<file path="config.mk">
export PLATFORM = sky130hd
export DESIGN_NAME = cal_clock
export DESIGN_NICKNAME = d
export VERILOG_FILES = /design/src/rtl/cal_pkg.sv /design/src/rtl/cal_prescaler.sv /design/src/rtl/cal_time_ctr.sv /design/src/rtl/cal_store.sv /design/src/rtl/cal_clock.sv
export SDC_FILE = /design/constraint.sdc
export NUM_CORES = 2
export LEC_CHECK = 0
export BUFFER_PORTS_ARGS = -buffer_cell sky130_fd_sc_hd__buf_2
export CORE_ASPECT_RATIO = 2
export CORE_MARGIN = 4
export CORE_UTILIZATION = 50
export CTS_BUF_LIST = sky130_fd_sc_hd__clkbuf_4
export DETAILED_ROUTE_END_ITERATION = 16
export PLACE_DENSITY = 0.65
export SLEW_MARGIN = 0
export SYNTH_ARGS = -nofsm -noshare
export SYNTH_HDL_FRONTEND = slang
export SYNTH_SLANG_ARGS = --single-unit
</file>
<file path="constraint.sdc">
create_clock -name clk_i -period 8.73 [get_ports clk_i]
set_input_delay 1.3095 -clock clk_i [delete_from_list [all_inputs] [get_ports clk_i]]
set_output_delay 1.3095 -clock clk_i [all_outputs]
set_load 0.02 [all_outputs]
</file>
<file path="src/rtl/cal_pkg.sv">
package cal_pkg;
  localparam int unsigned IDX_W = 7;
  localparam int unsigned NUM_F = 8;

  localparam logic [IDX_W-1:0] IDX_SEC  = 7'h00;
  localparam logic [IDX_W-1:0] IDX_MIN  = 7'h02;
  localparam logic [IDX_W-1:0] IDX_HOUR = 7'h04;
  localparam logic [IDX_W-1:0] IDX_WDAY = 7'h06;
  localparam logic [IDX_W-1:0] IDX_MDAY = 7'h07;
  localparam logic [IDX_W-1:0] IDX_MON  = 7'h08;
  localparam logic [IDX_W-1:0] IDX_YEAR = 7'h09;
  localparam logic [IDX_W-1:0] IDX_CTLA = 7'h0A;
  localparam logic [IDX_W-1:0] IDX_CTLB = 7'h0B;
  localparam logic [IDX_W-1:0] IDX_FLAG = 7'h0C;
  localparam logic [IDX_W-1:0] IDX_STAT = 7'h0D;
  localparam logic [IDX_W-1:0] IDX_CENT = 7'h32;

  localparam int F_SEC = 0, F_MIN = 1, F_HOUR = 2, F_WDAY = 3;
  localparam int F_MDAY = 4, F_MON = 5, F_YEAR = 6, F_CENT = 7;

  localparam logic [6:0] CTLA_RST = 7'h26;
  localparam logic [7:0] CTLB_RST = 8'h02;
  localparam logic [7:0] STAT_VAL = 8'h80;
  localparam int B_SET = 7, B_UIE = 4, B_DM = 2, B_H24 = 1;

  function automatic logic [7:0] enc_val(input logic [7:0] v, input logic dm);
    logic [7:0] t, u;
    t = v / 8'd10;
    u = v % 8'd10;
    return dm ? v : {t[3:0], u[3:0]};
  endfunction

  function automatic logic [7:0] dec_val(input logic [7:0] b, input logic dm);
    return dm ? b : ({4'd0, b[7:4]} * 8'd10) + {4'd0, b[3:0]};
  endfunction

  function automatic logic [7:0] enc_hour(input logic [7:0] h, input logic dm, input logic h24);
    logic [7:0] h12, r;
    if (h24) return enc_val(h, dm);
    h12 = (h >= 8'd12) ? h - 8'd12 : h;
    if (h12 == 8'd0) h12 = 8'd12;
    r = enc_val(h12, dm);
    r[7] = (h >= 8'd12);
    return r;
  endfunction

  function automatic logic [7:0] dec_hour(input logic [7:0] b, input logic dm, input logic h24);
    logic [7:0] v;
    if (h24) return dec_val(b, dm);
    v = dec_val({1'b0, b[6:0]}, dm);
    if (v == 8'd12) v = 8'd0;
    if (b[7]) v = v + 8'd12;
    return v;
  endfunction

  function automatic logic [7:0] days_in_month(input logic [7:0] mon, input logic [7:0] year);
    case (mon)
      8'd2:                         return (year[1:0] == 2'b00) ? 8'd29 : 8'd28;
      8'd4, 8'd6, 8'd9, 8'd11:      return 8'd30;
      default:                      return 8'd31;
    endcase
  endfunction

  function automatic logic [7:0] fld_hi(input int i);
    case (i)
      F_SEC, F_MIN:   return 8'd59;
      F_HOUR:         return 8'd23;
      F_WDAY:         return 8'd7;
      F_MON:          return 8'd12;
      default:        return 8'd99;
    endcase
  endfunction

  function automatic logic [7:0] fld_lo(input int i);
    return (i == F_WDAY || i == F_MDAY || i == F_MON) ? 8'd1 : 8'd0;
  endfunction
endpackage

</file>
<file path="src/rtl/cal_prescaler.sv">
module cal_prescaler #(
  parameter int unsigned TICKS_PER_SEC = 32768
) (
  input  logic clk_i,
  input  logic rst_ni,
  input  logic run_i,
  input  logic restart_i,
  output logic tick_o
);
  localparam int unsigned CW = (TICKS_PER_SEC > 2) ? $clog2(TICKS_PER_SEC) : 1;
  localparam logic [CW-1:0] LAST    = CW'(TICKS_PER_SEC - 1);
  localparam logic [CW-1:0] HALF_LD = CW'(TICKS_PER_SEC - TICKS_PER_SEC / 2);

  logic [CW-1:0] cnt_q;

  always_ff @(posedge clk_i or negedge rst_ni) begin
    if (!rst_ni)              cnt_q <= '0;
    else if (restart_i)       cnt_q <= HALF_LD;  // first strobe half a second out
    else if (!run_i)          cnt_q <= '0;
    else if (cnt_q == LAST)   cnt_q <= '0;
    else                      cnt_q <= cnt_q + 1'b1;
  end

  assign tick_o = run_i && (cnt_q == LAST);
endmodule

</file>
<file path="src/rtl/cal_time_ctr.sv">
module cal_time_ctr import cal_pkg::*; (
  input  logic                   clk_i,
  input  logic                   rst_ni,
  input  logic                   tick_i,
  input  logic [NUM_F-1:0]       wr_en_i,
  input  logic [7:0]             wr_val_i,
  output logic [NUM_F-1:0][7:0]  tm_o
);
  logic [NUM_F-1:0] carry;
  logic             unused_carry;

  assign unused_carry = carry[F_WDAY] ^ carry[F_CENT];

  for (genvar i = 0; i < NUM_F; i++) begin : g_fld
    logic [7:0] q, hi;
    logic       cin;

    if (i == F_SEC) begin : g_src_tick
      assign cin = tick_i;
    end else if (i == F_WDAY || i == F_MDAY) begin : g_src_day
      assign cin = carry[F_HOUR];
    end else begin : g_src_prev
      assign cin = carry[i-1];
    end

    if (i == F_MDAY) begin : g_hi_cal
      assign hi = days_in_month(tm_o[F_MON], tm_o[F_YEAR]);
    end else begin : g_hi_fix
      assign hi = fld_hi(i);
    end

    assign carry[i] = cin && (q >= hi);

    always_ff @(posedge clk_i or negedge rst_ni) begin
      if (!rst_ni)         q <= fld_lo(i);
      else if (wr_en_i[i]) q <= wr_val_i;
      else if (cin)        q <= (q >= hi) ? fld_lo(i) : q + 8'd1;
    end

    assign tm_o[i] = q;
  end

  AST_SEC_STEP: assert property (@(posedge clk_i) disable iff (!rst_ni)
    tick_i && !wr_en_i[F_SEC] && tm_o[F_SEC] < 8'd59 |=> tm_o[F_SEC] == $past(tm_o[F_SEC]) + 8'd1);
  AST_SEC_WRAP: assert property (@(posedge clk_i) disable iff (!rst_ni)
    tick_i && !wr_en_i[F_SEC] && tm_o[F_SEC] >= 8'd59 |=> tm_o[F_SEC] == 8'd0);
  AST_IDLE_STABLE: assert property (@(posedge clk_i) disable iff (!rst_ni)
    !tick_i && wr_en_i == '0 |=> $stable(tm_o));
endmodule

</file>
<file path="src/rtl/cal_store.sv">
module cal_store #(
  parameter int unsigned AW = 7
) (
  input  logic          clk_i,
  input  logic          rst_ni,
  input  logic          we_i,
  input  logic [AW-1:0] idx_i,
  input  logic [7:0]    wdata_i,
  output logic [7:0]    rdata_o
);
  localparam int unsigned DEPTH = 1 << AW;

  logic [7:0] mem_q [DEPTH];

  always_ff @(posedge clk_i or negedge rst_ni) begin
    if (!rst_ni) begin
      for (int i = 0; i < DEPTH; i++) mem_q[i] <= 8'h00;
    end else if (we_i) begin
      mem_q[idx_i] <= wdata_i;
    end
  end

  assign rdata_o = mem_q[idx_i];
endmodule

</file>
<file path="src/rtl/cal_clock.sv">
module cal_clock import cal_pkg::*; #(
  parameter int unsigned TICKS_PER_SEC = 32768
) (
  input  logic       clk_i,
  input  logic       rst_ni,
  input  logic       wr_i,
  input  logic       addr_i,
  input  logic [7:0] wdata_i,
  output logic [7:0] rdata_o
);
  logic [IDX_W-1:0]      idx_q;
  logic [6:0]            ctl_a_q;
  logic [7:0]            ctl_b_q;
  logic                  data_wr, restart, div_run, tick, upd;
  logic                  dm, h24, ctl_idx;
  logic [NUM_F-1:0]      fsel, time_we;
  logic [7:0]            time_wval, store_rdata, rd_data;
  logic [NUM_F-1:0][7:0] tm;

  assign data_wr = wr_i && addr_i;
  assign dm      = ctl_b_q[B_DM];
  assign h24     = ctl_b_q[B_H24];

  always_comb begin
    fsel = '0;
    case (idx_q)
      IDX_SEC:  fsel[F_SEC]  = 1'b1;
      IDX_MIN:  fsel[F_MIN]  = 1'b1;
      IDX_HOUR: fsel[F_HOUR] = 1'b1;
      IDX_WDAY: fsel[F_WDAY] = 1'b1;
      IDX_MDAY: fsel[F_MDAY] = 1'b1;
      IDX_MON:  fsel[F_MON]  = 1'b1;
      IDX_YEAR: fsel[F_YEAR] = 1'b1;
      IDX_CENT: fsel[F_CENT] = 1'b1;
      default:  fsel = '0;
    endcase
  end

  assign ctl_idx = (idx_q == IDX_CTLA) || (idx_q == IDX_CTLB) ||
                   (idx_q == IDX_FLAG) || (idx_q == IDX_STAT);

  always_ff @(posedge clk_i or negedge rst_ni) begin
    if (!rst_ni) begin
      idx_q   <= '0;
      ctl_a_q <= CTLA_RST;
      ctl_b_q <= CTLB_RST;
    end else begin
      if (wr_i && !addr_i) idx_q <= wdata_i[IDX_W-1:0];
      if (data_wr && idx_q == IDX_CTLA) ctl_a_q <= wdata_i[6:0];
      if (data_wr && idx_q == IDX_CTLB)
        ctl_b_q <= wdata_i[B_SET] ? (wdata_i & ~(8'h01 << B_UIE)) : wdata_i;
    end
  end

  // leaving divider reset restarts the prescaler at mid-second
  assign restart = data_wr && (idx_q == IDX_CTLA) && (ctl_a_q[6:5] == 2'b11) &&
                   (wdata_i[6:4] <= 3'b010);
  assign div_run = (ctl_a_q[6:4] <= 3'b010);
  assign upd     = tick && !ctl_b_q[B_SET];

  assign time_we   = data_wr ? fsel : '0;
  assign time_wval = fsel[F_HOUR] ? dec_hour(wdata_i, dm, h24) : dec_val(wdata_i, dm);

  cal_prescaler #(.TICKS_PER_SEC(TICKS_PER_SEC)) u_pre (
    .clk_i, .rst_ni, .run_i(div_run), .restart_i(restart), .tick_o(tick)
  );

  cal_time_ctr u_ctr (
    .clk_i, .rst_ni, .tick_i(upd), .wr_en_i(time_we), .wr_val_i(time_wval), .tm_o(tm)
  );

  cal_store #(.AW(IDX_W)) u_store (
    .clk_i, .rst_ni, .we_i(data_wr && fsel == '0 && !ctl_idx),
    .idx_i(idx_q), .wdata_i(wdata_i), .rdata_o(store_rdata)
  );

  always_comb begin
    rd_data = store_rdata;
    for (int i = 0; i < NUM_F; i++)
      if (fsel[i]) rd_data = (i == F_HOUR) ? enc_hour(tm[i], dm, h24) : enc_val(tm[i], dm);
    case (idx_q)
      IDX_CTLA: rd_data = {1'b0, ctl_a_q};
      IDX_CTLB: rd_data = ctl_b_q;
      IDX_FLAG: rd_data = 8'h00;
      IDX_STAT: rd_data = STAT_VAL;
      default:  ;
    endcase
  end

  assign rdata_o = addr_i ? rd_data : 8'hFF;

  AST_SET_HOLD: assert property (@(posedge clk_i) disable iff (!rst_ni)
    ctl_b_q[B_SET] && !data_wr |=> $stable(tm));
  AST_DIVRST_QUIET: assert property (@(posedge clk_i) disable iff (!rst_ni)
    ctl_a_q[6:4] > 3'b010 |-> !tick);
  AST_RESTART_QUIET: assert property (@(posedge clk_i) disable iff (!rst_ni)
    restart |=> !tick);
endmodule

</file>
---- Word-level counts from Yosys, hierarchy flattened ----
Cells that the tools add are included.
storage, ports and cells
  bits in registers ....................... 1125
  bits of input ports ..................... 12
  output and inout bits ................... 8
  word-level logic and storage cells ...... 322
operators by class
  add/subtract/negate cells ............... 13
  multipliers ............................. 2
  div/mod/pow operators ................... 18
  $lt $le $gt $ge ......................... 13
  equality and inequality tests ........... 19
  multiplexer cells ....................... 80
  bitwise logic cells ..................... 1
  reductions and logical operators ........ 36
operators by type and width
  cell                   count
  $bwmux 1024            1
  $mux 8                 60
  $div 8x4->8 const B    9
  $mod 8x4->8 const B    9
  $add 8x1->8 const B    8
  $bmux 8 s7             1
  $demux 8 s7            1
  $mux 15                3
  $eq 7x4->1 const B     6
  $pmux 8 s4             1
  $eq 8x4->1 const B     3
  $eq 7x3->1 const B     3
  $logic_and 1x1->1      17
  $eq 8x3->1 const B     2
  $ge 8x4->1 const B     2
  $ge 8x6->1 const B     2
  $ge 8x7->1 const B     2
  $logic_not 8->1        2
  $pmux 8 s2             1
  $reduce_bool 2->1      8
  $add 15x1->15 const B  1
  $eq 15x15->1 const B   1
  $mux 1                 11
  $add 7x4->8            1
  other kinds (22)       27

---- Depth between registers and ports, before layout ----
  word-level depth ........................ 17
  gate-level depth with buffers ........... 23
  gate-level depth less buffers ........... 22

---- Hierarchy ----
Synthesis repeated with hierarchy kept, for this count alone.
second synthesis, totals
  cells, all modules ...................... 5199
  area, all modules ....................... 58966.6 µm²
modules (own cells, without submodules)
  module         times used  cells an instance  area an instance (µm²)
  cal_store      1           3533               46679.8
  cal_clock      1           1175               7815.0
  cal_time_ctr   1           420                3682.3
  cal_prescaler  1           71                 789.5

---- Worst setup path after synthesis ----
No wires, ideal clock.
  kind .................................... reg2out
  start ................................... reg u_ctr.g_fld[2].q[2]
  end ..................................... out rdata_o[3]
  arrival time ............................ 5203 ps
  data required time ...................... 7420 ps
  slack ................................... 2217 ps
  cell stages (with the launch flop) ...... 21
  path buffers ............................ 1
  cells stage by stage .................... dfrtp_1 -> ha_1 -> buf_2 -> or3_4 -> or3_4 -> and2_1 -> ha_1 -> nor4b_1 -> or2_2 -> o21ai_0 -> nor2_1 -> a21boi_0 -> nor3_1 -> ha_1 -> nand2_1 -> o31a_1 -> o2111a_1 -> or4_4 -> o21bai_1 -> a22oi_1 -> a211oi_1
between the ends
  longest elaborated chain between the ends .. 17
  elaborated cells on any way between the ends .. 21
  those cells by class .................... add/sub (1); div (2); order compare (1); mux (16); reduce/logical (1)
RTL lines
  element                                    line                RTL
  start, declared                            cal_time_ctr.sv:15  logic [7:0] q, hi;
  start signal, assigned                     cal_time_ctr.sv:35  if (!rst_ni) q <= fld_lo(i);
  start signal, assigned                     cal_time_ctr.sv:36  else if (wr_en_i[i]) q <= wr_val_i;
  start signal, assigned                     cal_time_ctr.sv:37  else if (cin) q <= (q >= hi) ? fld_lo(i) : q + 8'd1;
  $sub 8x4->8 or $ge 8x4->1 (tied branches)  cal_pkg.sv:40       h12 = (h >= 8'd12) ? h - 8'd12 : h;
  $mux 8                                     cal_pkg.sv:40
  $logic_not 8->1                            cal_pkg.sv:41       if (h12 == 8'd0) h12 = 8'd12;
  $mux 8                                     cal_pkg.sv:41
  $mux 8                                     cal_pkg.sv:40
  $mux 8                                     cal_clock.sv:80     if (fsel[i]) rd_data = (i == F_HOUR) ? enc_hour(tm[i], dm, h24) : enc_val(tm[i], dm);
  $mod 8x4->8                                cal_pkg.sv:29       u = v % 8'd10;
  $mux 7                                     cal_pkg.sv:30       return dm ? v : {t[3:0], u[3:0]};
  $mux 8 *                                   cal_pkg.sv:40
  $mux 8 * (6 in a row)                      cal_clock.sv:80
  $pmux 8 s4 *                               cal_clock.sv:81     case (idx_q)
  $mux 8 *                                   cal_clock.sv:90     assign rdata_o = addr_i ? rd_data : 8'hFF;
  end, declared                              cal_clock.sv:9      output logic [7:0] rdata_o
Mark *: on every way between the ends. The rest lies on a longest branch, timed or not. The select of a mux whose other input is x is not followed.

---- Final worst setup path ----
  start ................................... reg u_ctr.g_fld[2].q[3]
  end ..................................... out rdata_o[1]
Same word-level chain as after synthesis.

==> impl_metrics.toml <==
[clock_tree]
insertion_delay_ps = 1080
clk_pin_slew_ps = 90
cts_made_buffers = 236
holdBufCountCts = 0
cts.path.max_buffers = 3
cts_setup_buffers = 0
clock-sinks = 1125
cts_tree = "done"
cts_root_buffer = "clkbuf_4"
h-tree-depth = 4
cts.repair.resized = 0

[yosys]
ys_top_cells_by_count = "1,118 x dfrtp_1, 857 x mux2_2, 427 x nand2_1, 370 x clkbuf_1, 313 x mux4_2"
syn_avg_cell_area_um2 = 12.3
syn_inst = 4745
synth_fa_ha_area_share_pct = 1.44
synth-seq-area-share_pct = 48.3
synth_top_flop_cell = "dfrtp_1"
yosysUniqueCellTypes = 96
syn-num-nets = 4815
synth_seq_cells = 1125
yosys-top-cells-area = "dfrtp_1 48%, mux2_2 17%, mux4_2 12%"
synth_area_um2 = 58300
synth_top_family_by_area = "multiplexers"
async_flop_share_pct = 100
synth_top_area_cell = "dfrtp_1"
yosys.area_share.xor_xnor_pct = 1.22
synth_top_area_share_pct = 48.0
synth_edf_count = 0
yosys.area_share.simple_pct = 7.86
synthMuxAreaShare_pct = 29.4
synth.most_common_cell = "dfrtp_1"
synth_compound_area_share_pct = 8.49
ys_warn_count = 0

[setup_path]
reg2reg_setup_slack_ps = 3440
worstPathRequired_ps = 7420
path_common_cell = "ha_1"
worst_ep_arrival_time_ps = 6830
worstReg2RegStart = "idx_q[6]"
critPathMaxFanout = 11
path_cells = "ha_1, or3_4, or3_4, and2_1, ha_1, nor4b_1, or2_2, o21ai_0, nor2_1, a21boi_0, nor3_1, ha_1, nand2_1, o31a_1, o2111a_1, or4_4, a22oi_2, xnor2_1, a311o_1, buf_2"
critical_path.max_stage_delay_ps = 530
crit_slowest_cell = "dfrtp_1"
start_kind = "register"
end_kind = "primary output"
ff2ff_path_depth = 9
timing_worst_setup_path_type = "register to primary output"
r2r-end = "u_store.mem_q[691]"

[drt]
routedWlPerCell_um = 25.3
num_vias = 39300
vias_per_cell = 6.21
drc = 0
antenna_left = 0
drt_iter0_drc = 2600
wirelength_mm = 160
dr.pass1.iters = 7

[timing]
fin_setup_tns_ps = 0
finalSetupViolations = 0
min_period_over_period_pct = 93.3
finClkSkew_ps = 74.9
rsz0062_at_grt = "no"
slew_headroom_pct = 18.8
fin_crit_ps = 8140
maxSlewViolCount = 0
worstMarginPinSlew_ps = 1210
hold_violations = 0
fmax_mhz = 123

[placed_design]
place_inst = 5906
dp_hpwl_mm = 107
postPlaceCellArea_um2 = 59300
globalplace.congestion = 0.932
io_buffers = 19

[worst_hold_path]
hold_class = "input port to async pin"

[layout]
area_growth_pct = 7.06
nets = 4693
drive_gt1_share_pct = 35.4
fin_area_um2 = 62400
final_cells = 6327
fillers = 9998
fin_util_pct = 53.8

[floorplanning]
rows = 177
ioPinCount = 20
die_w_um = 250
core_area_um2 = 116000
initial_utilization_pct = 50.3
die_h_um = 491
die_area_um2 = 123000

[power_and_ir_drop]
power.density_nw_per_um2 = 218
total_power_mw = 13.6
power_leakage_nw = 28.7
ir_drop_mv = 0.166

[global_route]
grt_max_degree = 171
first_global_vias = 41500
overflow = 0
grt_pass1_wl_mm = 248
antenna_found_initial = 5
grt_usage_pct = 26.0

[run_status]
status = "finished, final reports clean"

[run]
maxCapViolations = 0
## cell type report
type	instances	area (µm²)	area share, %
multi-input combinational	3120	28300	45.3
sequential	1125	28200	45.1
clock buffer	359	2700	4.32
tap	1521	1900	3.05
timing repair buffer	82	733	1.17
clock inverter	58	409	0.655
inverter	58	219	0.351
antenna	4	10.0	0.0160
## critical path: cells and delay by family (launching register included)
family,cells,cell delay (ps)
AO/OA/AOI/OAI,6,1640
adder cells (fa/ha/maj),3,750
buffers and inverters,1,170
flip-flops,1,530
AND/OR/NAND/NOR,9,2550
XOR/XNOR,1,80
## worst max path at each step
stage / from / end / slack (ps) / cells past startpoint
after floorplan: u_ctr.g_fld[2].q[2] / rdata_o[3] / 2220 / 20
after global placement: u_ctr.g_fld[2].q[3] / rdata_o[1] / 1880 / 20
after detailed placement: u_ctr.g_fld[2].q[3] / rdata_o[1] / 1830 / 20
after CTS: u_ctr.g_fld[2].q[3] / rdata_o[1] / 540 / 20
after global routing: u_ctr.g_fld[2].q[1] / rdata_o[3] / 140 / 20
final: u_ctr.g_fld[2].q[3] / rdata_o[1] / 590 / 20
## layout by cell type (no fill, tap or decap), types with 50 or more instances in the layout
cell type | synthesis | routed
dfrtp_1 | 1118 | 1112
mux2_2 | 857 | 857
nand2_1 | 427 | 427
clkbuf_4 | 0 | 359
mux4_2 | 313 | 313
o21ai_0 | 278 | 278
nor2_1 | 168 | 164
a21oi_1 | 143 | 140
nand3_1 | 79 | 79
nor3_1 | 68 | 67
xnor2_1 | 60 | 60
buf_4 | 0 | 59
ha_1 | 56 | 56
inv_1 | 51 | 50
## kinds of logic (layout without fill, tap and decap cells)
kind of cell,after synthesis,after routing
fa+ha+maj,68,68
compound gates,779,779
buf+inv,500,557
flops,1125,1125
mux,1215,1215
other cells,0,4
xor+xnor,81,81
simple gates,977,977
## routing by layer
layer	global-route usage, %	vias to the layer above	wire [µm]
met5	0	-	13
met1	27.6	20200	55400
met4	17.2	2	12300
met3	3.83	487	6340
met2	47.8	1143	86200
li1	-	17400	-
## registers in the layout (all words and copies together), names as in the netlist
register,count
ctl_a_q,7
ctl_b_q,8
idx_q,7
u_ctr.g_fld.q,64
u_pre.cnt_q,15
u_store.mem_q,1024
## report_power, final
group / total [mW] / internal, mW / switching (mW)
logic: 3.35 / 1.42 / 1.93
registers: 6.20 / 5.67 / 0.526
clock network: 4.06 / 2.02 / 2.05
## per-stage QoR
step           hold WS (ps)  worst slack [ps]
6_report                284               589
5_1_grt                 251               142
4_1_cts                 186               535
3_5_place_dp            362              1830
3_3_place_gp            360              1880
2_1_floorplan           424              2220
No activity file was read; power rests on OpenSTA's default activity.
